[src/rtl/rr_arb_pkg.sv]
package rr_arb_pkg;
  typedef struct packed {
    logic busy;
    logic startReq;
    logic loadLast;
  } arb_strobe_t;
endpackage

[src/rtl/rr_arb_ctrl.sv]
module rr_arb_ctrl
  import rr_arb_pkg::*;
#(
  parameter int N = 4
) (
  input  logic         clk,
  input  logic         rst,
  input  logic [N-1:0] cyc,
  input  logic [N-1:0] gnt,
  output arb_strobe_t  strobe
);
  logic [N-1:0] ownVec;
  logic         busyC;
  logic         startC;
  logic         edgQ;
  logic         lasQ;

  // per-master ownership: still requesting and granted
  for (genvar i = 0; i < N; i++) begin : g_own
    assign ownVec[i] = cyc[i] & gnt[i];
  end

  assign busyC  = |ownVec;
  assign startC = (|cyc) & ~busyC;

  // two-bit edge detector: 00 -> 01 -> 10 (stay while start) -> 00
  always_ff @(posedge clk) begin
    if (rst) begin
      edgQ <= 1'b0;
      lasQ <= 1'b0;
    end else begin
      edgQ <= (startC & ~edgQ & lasQ) | (startC & edgQ & ~lasQ);
      lasQ <= startC & ~edgQ & ~lasQ;
    end
  end

  always_comb begin
    strobe.busy     = busyC;
    strobe.startReq = startC;
    strobe.loadLast = lasQ;
  end
endmodule

[src/rtl/rr_arb_dp.sv]
module rr_arb_dp
  import rr_arb_pkg::*;
#(
  parameter int N     = 4,
  parameter int IDX_W = $clog2(N)
) (
  input  logic             clk,
  input  logic             rst,
  input  logic [N-1:0]     cyc,
  input  arb_strobe_t      strobe,
  output logic [N-1:0]     gnt,
  output logic [IDX_W-1:0] gntIdx,
  output logic [IDX_W-1:0] lastIdx
);
  logic [N-1:0]     gntQ;
  logic [N-1:0]     pickD;
  logic [IDX_W-1:0] lastQ;
  logic [IDX_W-1:0] idxD;

  // circular search starting after the recorded owner
  always_comb begin
    logic found;
    logic [IDX_W-1:0] pos;
    found = 1'b0;
    pickD = '0;
    for (int k = 1; k <= N; k++) begin
      pos = IDX_W'((int'(lastQ) + k) % N);
      if (!found && cyc[pos]) begin
        pickD[pos] = 1'b1;
        found      = 1'b1;
      end
    end
  end

  // encoder: OR of grant bits whose index has each bit set
  always_comb begin
    idxD = '0;
    for (int i = 0; i < N; i++) begin
      if (gntQ[i]) idxD = idxD | IDX_W'(i);
    end
  end

  always_ff @(posedge clk) begin
    if (rst) begin
      gntQ <= '0;
    end else if (!strobe.busy) begin
      gntQ <= pickD;
    end
  end

  always_ff @(posedge clk) begin
    if (rst) begin
      lastQ <= '0;
    end else if (strobe.loadLast) begin
      lastQ <= idxD;
    end
  end

  assign gnt     = gntQ;
  assign gntIdx  = idxD;
  assign lastIdx = lastQ;
endmodule

[src/rtl/rr_arbiter.sv]
module rr_arbiter
  import rr_arb_pkg::*;
#(
  parameter int N     = 4,
  parameter int IDX_W = $clog2(N)
) (
  input  logic             clk,
  input  logic             rst,
  input  logic [N-1:0]     cyc,
  output logic [N-1:0]     gnt,
  output logic             busy,
  output logic [IDX_W-1:0] gntIdx,
  output logic [IDX_W-1:0] lastIdx,
  output logic             loadPulse
);
  arb_strobe_t strobe;

  rr_arb_ctrl #(.N(N)) u_ctrl (
    .clk(clk), .rst(rst), .cyc(cyc), .gnt(gnt), .strobe(strobe)
  );

  rr_arb_dp #(.N(N), .IDX_W(IDX_W)) u_dp (
    .clk(clk), .rst(rst), .cyc(cyc), .strobe(strobe),
    .gnt(gnt), .gntIdx(gntIdx), .lastIdx(lastIdx)
  );

  assign busy      = strobe.busy;
  assign loadPulse = strobe.loadLast;
endmodule

[config.mk]
export PLATFORM = sky130hd
export DESIGN_NAME = rr_arbiter
export DESIGN_NICKNAME = d
export VERILOG_FILES = /design/src/rtl/rr_arb_pkg.sv /design/src/rtl/rr_arb_ctrl.sv /design/src/rtl/rr_arb_dp.sv /design/src/rtl/rr_arbiter.sv
export SDC_FILE = /design/constraint.sdc
export NUM_CORES = 1
export LEC_CHECK = 0
export ABC_AREA = 1
export CORE_MARGIN = 2
export CORE_UTILIZATION = 30
export DETAILED_ROUTE_END_ITERATION = 16
export PLACE_DENSITY = 0.63
export SETUP_SLACK_MARGIN = 0.4
export SYNTH_ARGS = -nofsm -noshare
export SYNTH_HDL_FRONTEND = slang
export SYNTH_SLANG_ARGS = --single-unit
[constraint.sdc]
create_clock -name clk -period 2.92 [get_ports clk]
set_clock_uncertainty 0.15 [all_clocks]
set_input_delay 0.584 -clock clk [delete_from_list [all_inputs] [get_ports clk]]
set_output_delay 0.584 -clock clk [all_outputs]
set_load 0.005 [all_outputs]
==> out/summary.log <==
[sta] share of the cycle needed by the critical path after routing 0.840
[synth] area leader, netlist sky130_fd_sc_hd__dfxtp_1
[global_route] total global routing overflow 0
[clocking] source-to-sink clock delay at the later pin of the worst-skew pair 0.24 ns
[clocking] clock slew seen by the registers of the worst setup and hold paths 0.05 ns
[route] detailed-router iteration count before antenna repair 4
[floorplanning] placeable core region 2500 µm²
[clocking] CTS root buffer sky130_fd_sc_hd__clkbuf_4
[cells_and_area] fill cell instance count of the final layout 266
[outcome] outcome completed
[placed_design] IO buf count 15
[clocking] # Post-CTS Setup Buffers 0
[worst_setup_path] nature of the critical path startpoint primary input
[pwr] net switching power figure 0.000493 W
[placed_design] Post-Place Worst Slack 0.208 ns
[pwr] register share of total power 0.202
[pwr] Comb pwr share 0.721
[synth] proportion of synthesized chip area in sequential cells 0.202
[synth] Syn Nets 136
[synth] number of distinct standard cells referenced by the synthesized netlist 21
[worst_setup_path] reg-to-reg critical path endpoint u_dp.gnt[1]$_SDFFE_PP0N_
[worst_setup_path] Reg-to-Reg Start u_dp.lastIdx[0]$_SDFFE_PP0P_
[sta] setup tns final 0 ns
[synth] Syn Std Cell Area 795 µm²
[run] maximum capacitance violations 0
[pwr] clock share of power 0.077
[global_route] GR Util All Layers 0.126
[pwr] internal power 0.000513 W
[cells_and_area] layout cell share with drive strength beyond 1 0.153
[floorplanning] die area 3080 µm²
[route] post-detailed-routing wire length 1870 µm
[worst_setup_path] data arrival at the endpoint of the critical path 1.72 ns
[worst_setup_path] CP required 2.19 ns
[clocking] CTS Buf Count 3
[sta] unrepaired setup endpoints after global routing no
[sta] highest attainable clock frequency 408 MHz
[synth] arithmetic-cell share of the synthesized area counting full adders, half adders and majority gates 0.126
[global_route] vias in the first global route 740
[clocking] CTS tree yes
[sta] number of hold violations in the final report 0
[floorplanning] die height 55.5 µm
[clocking] total number of clock tree sinks 8
[synth] largest family of logic cells by synthesized area simple AND/OR/NAND/NOR gates
[worst_setup_path] logic depth of the worst register-to-register path 11
[pwr] total leakage power 0.513 nW
[synth] multiplexer fraction of the synthesized cell area 0
[sta] transition time at the pin with the least slew margin 0.295 ns
[route] drt initial violations 11
[sta] Period minus WS final 2.45 ns
[hold_path] startpoint of the most critical hold path u_ctrl.edgQ$_SDFF_PP0_
[sta] number of failing setup endpoints in the final timing report 0
[placed_design] routability-driven placement congestion ratio 0.862
[worst_setup_path] Critical Setup Path Class primary input to output pin
[synth] synth warn 0
[cells_and_area] Seq. cell area 160 µm²
[pwr] post-layout total power 0.00101 W
[global_route] global-route wire length before repair 3150 µm
[sta] slack of the critical path 0.468 ns
[sta] pins over their slew limit 0
[worst_setup_path] Crit Path Max Fanout 3
[route] per-cell via count in the routed design 4.66
[synth] share of Yosys cell area claimed by the top area cell type 0.202
[pwr] Net Sw Frac 0.490
[hold_path] Min-Delay Endpoint u_ctrl.lasQ$_SDFF_PP0_
[global_route] pin count of the biggest net entering global routing 11
[cells_and_area] Final Net Count 160
[floorplanning] I/O pin cnt 16
[clocking] maximum number of buffers from clock root to sink 2
[synth] xor and xnor fraction of the mapped netlist area 0.0110
[route] Routed WL per cell 10.7 µm
[cells_and_area] Antenna diodes 0
[pwr] ratio of total power to cell area 979 nW/µm²
[pwr] worst vdd rail ir drop 505 µV
[hold_path] type of the tightest min-delay check register to register
[route] Antenna Violating Nets Remaining 0
[synth] flops & latches, synth 8
[clocking] quantity of gates resized following cts 4
[placed_design] sum of net half-perimeters after detailed placement 1570 µm
[global_route] initial antenna violation count 0
[synth] Post-Syn Area per Cell 6.51 µm²
[clocking] maximum level of the CTS H-tree 1
[synth] Mapped Cells 122
[synth] synth top area cells sky130_fd_sc_hd__dfxtp_1, sky130_fd_sc_hd__nand2_1, sky130_fd_sc_hd__ha_1
[hold_path] Min-Delay Path Depth 1
[worst_setup_path] critical path endpoint category output pin
[synth] post-synthesis compound-gate area fraction 0.0646
[synth] area share of and/or/nand/nor cells after synthesis 0.485
[cells_and_area] combined area of the multi-input logic cells 546 µm²
[clocking] # hold bufs at CTS 0
[worst_setup_path] Worst setup startpoint cyc[1]
[floorplanning] initial cell density of the core 0.318
[route] detailed-route DRC error count 0
[cells_and_area] synthesis-to-layout area growth 29.3%
[floorplanning] die width 55.5 µm
[sta] relative slew slack 0.803
[route] Vias 811
[floorplanning] number of rows created at floorplan 18
[worst_setup_path] worst setup slack for register-to-register paths 0.95 ns
## synthesized netlist by cell type (all sizes together)
cell type	instances
nor4	1
inv	20
nor2	12
a31oi	2
nand3	20
buf	1
ha	8
a21oi	4
o21ai	3
nand2	41
dfxtp	8
xnor2	1
nor3	1
## area by class of cell
| cell class | count | share of cell area |
|---|---|---|
| clock buffer | 3 | 0.0219 |
| inverter | 20 | 0.0755 |
| multi-input combinational | 93 | 0.531 |
| sequential | 8 | 0.156 |
| tap | 30 | 0.0365 |
| timing repair buffer | 20 | 0.179 |
## cell usage in the layout (no fill, tap or decap), drive strengths merged
cell and count:
nor2 12, dlygate4sd2 3, o21ai 3, nand2 41, buf 5, clkdlybuf4s50 12, nor4 1, nor3 1
xnor2 1, a31oi 2, nand3 20, ha 8, dfxtp 8, a21oi 4, clkbuf 3, inv 20
## metal layers
layer / share of wire / global-route usage / vias up
met1: 0.46 / 0.155 / 368
li1: - / - / 430
met3: 0.020 / 0.0141 / 0
met5: 0 / 0 / -
met4: 0 / 0.0418 / 0
met2: 0.52 / 0.226 / 13
## worst max-delay path, stage by stage
cell and delay, ns:
sky130_fd_sc_hd__clkdlybuf4s50_1 0.44, sky130_fd_sc_hd__nand2_1 0.08, sky130_fd_sc_hd__nand3_1 0.11, sky130_fd_sc_hd__a21oi_2 0.18
sky130_fd_sc_hd__inv_2 0.07, sky130_fd_sc_hd__dlygate4sd2_1 0.26
## power by group through the flow
stage                     Sequential [W]  Combinational [W]  Clock (W)
final                           0.000204           0.000725  0.0000774
after global routing            0.000210           0.000817  0.0000898
after CTS                       0.000205           0.000736  0.0000817
after detailed placement        0.000207           0.000735          0
after global placement          0.000205           0.000730          0
after floorplan                 0.000202           0.000489          0
## sequential cells by signal (all words and copies together) (netlist names)
signal and flops:
u_dp.gnt 4, u_dp.lastIdx 2, u_ctrl.lasQ 1, u_ctrl.edgQ 1
## kinds of logic after synthesis
| group | after synthesis |
|---|---|
| DFF | 8 |
| adders and majority gates | 8 |
| AOI/OAI and AO/OA | 9 |
| xor gates and xnor gates | 1 |
| buffers and inverters | 21 |
| and+or+nand+nor | 75 |
## worst max path at each step
stage / to / slack, ns
2_1_floorplan: u_dp.gnt[1]$_SDFFE_PP0N_ / 1.06
3_3_place_gp: busy / 0.25
3_5_place_dp: busy / 0.21
4_1_cts: busy / 0.48
5_1_grt: busy / 0.41
6_report: busy / 0.47
## metrics by stage
stage               hold WS, ns  instances   util  area [µm²]
global placement          0.279        171  0.403        1010
floorplan                 0.268        122      -         795
finish                    0.297        174  0.411        1030
CTS                       0.300        174  0.411        1030
detailed placement        0.296        171  0.403        1010
global route              0.334        174  0.411        1030
No activity file was read; power rests on OpenSTA's default activity.
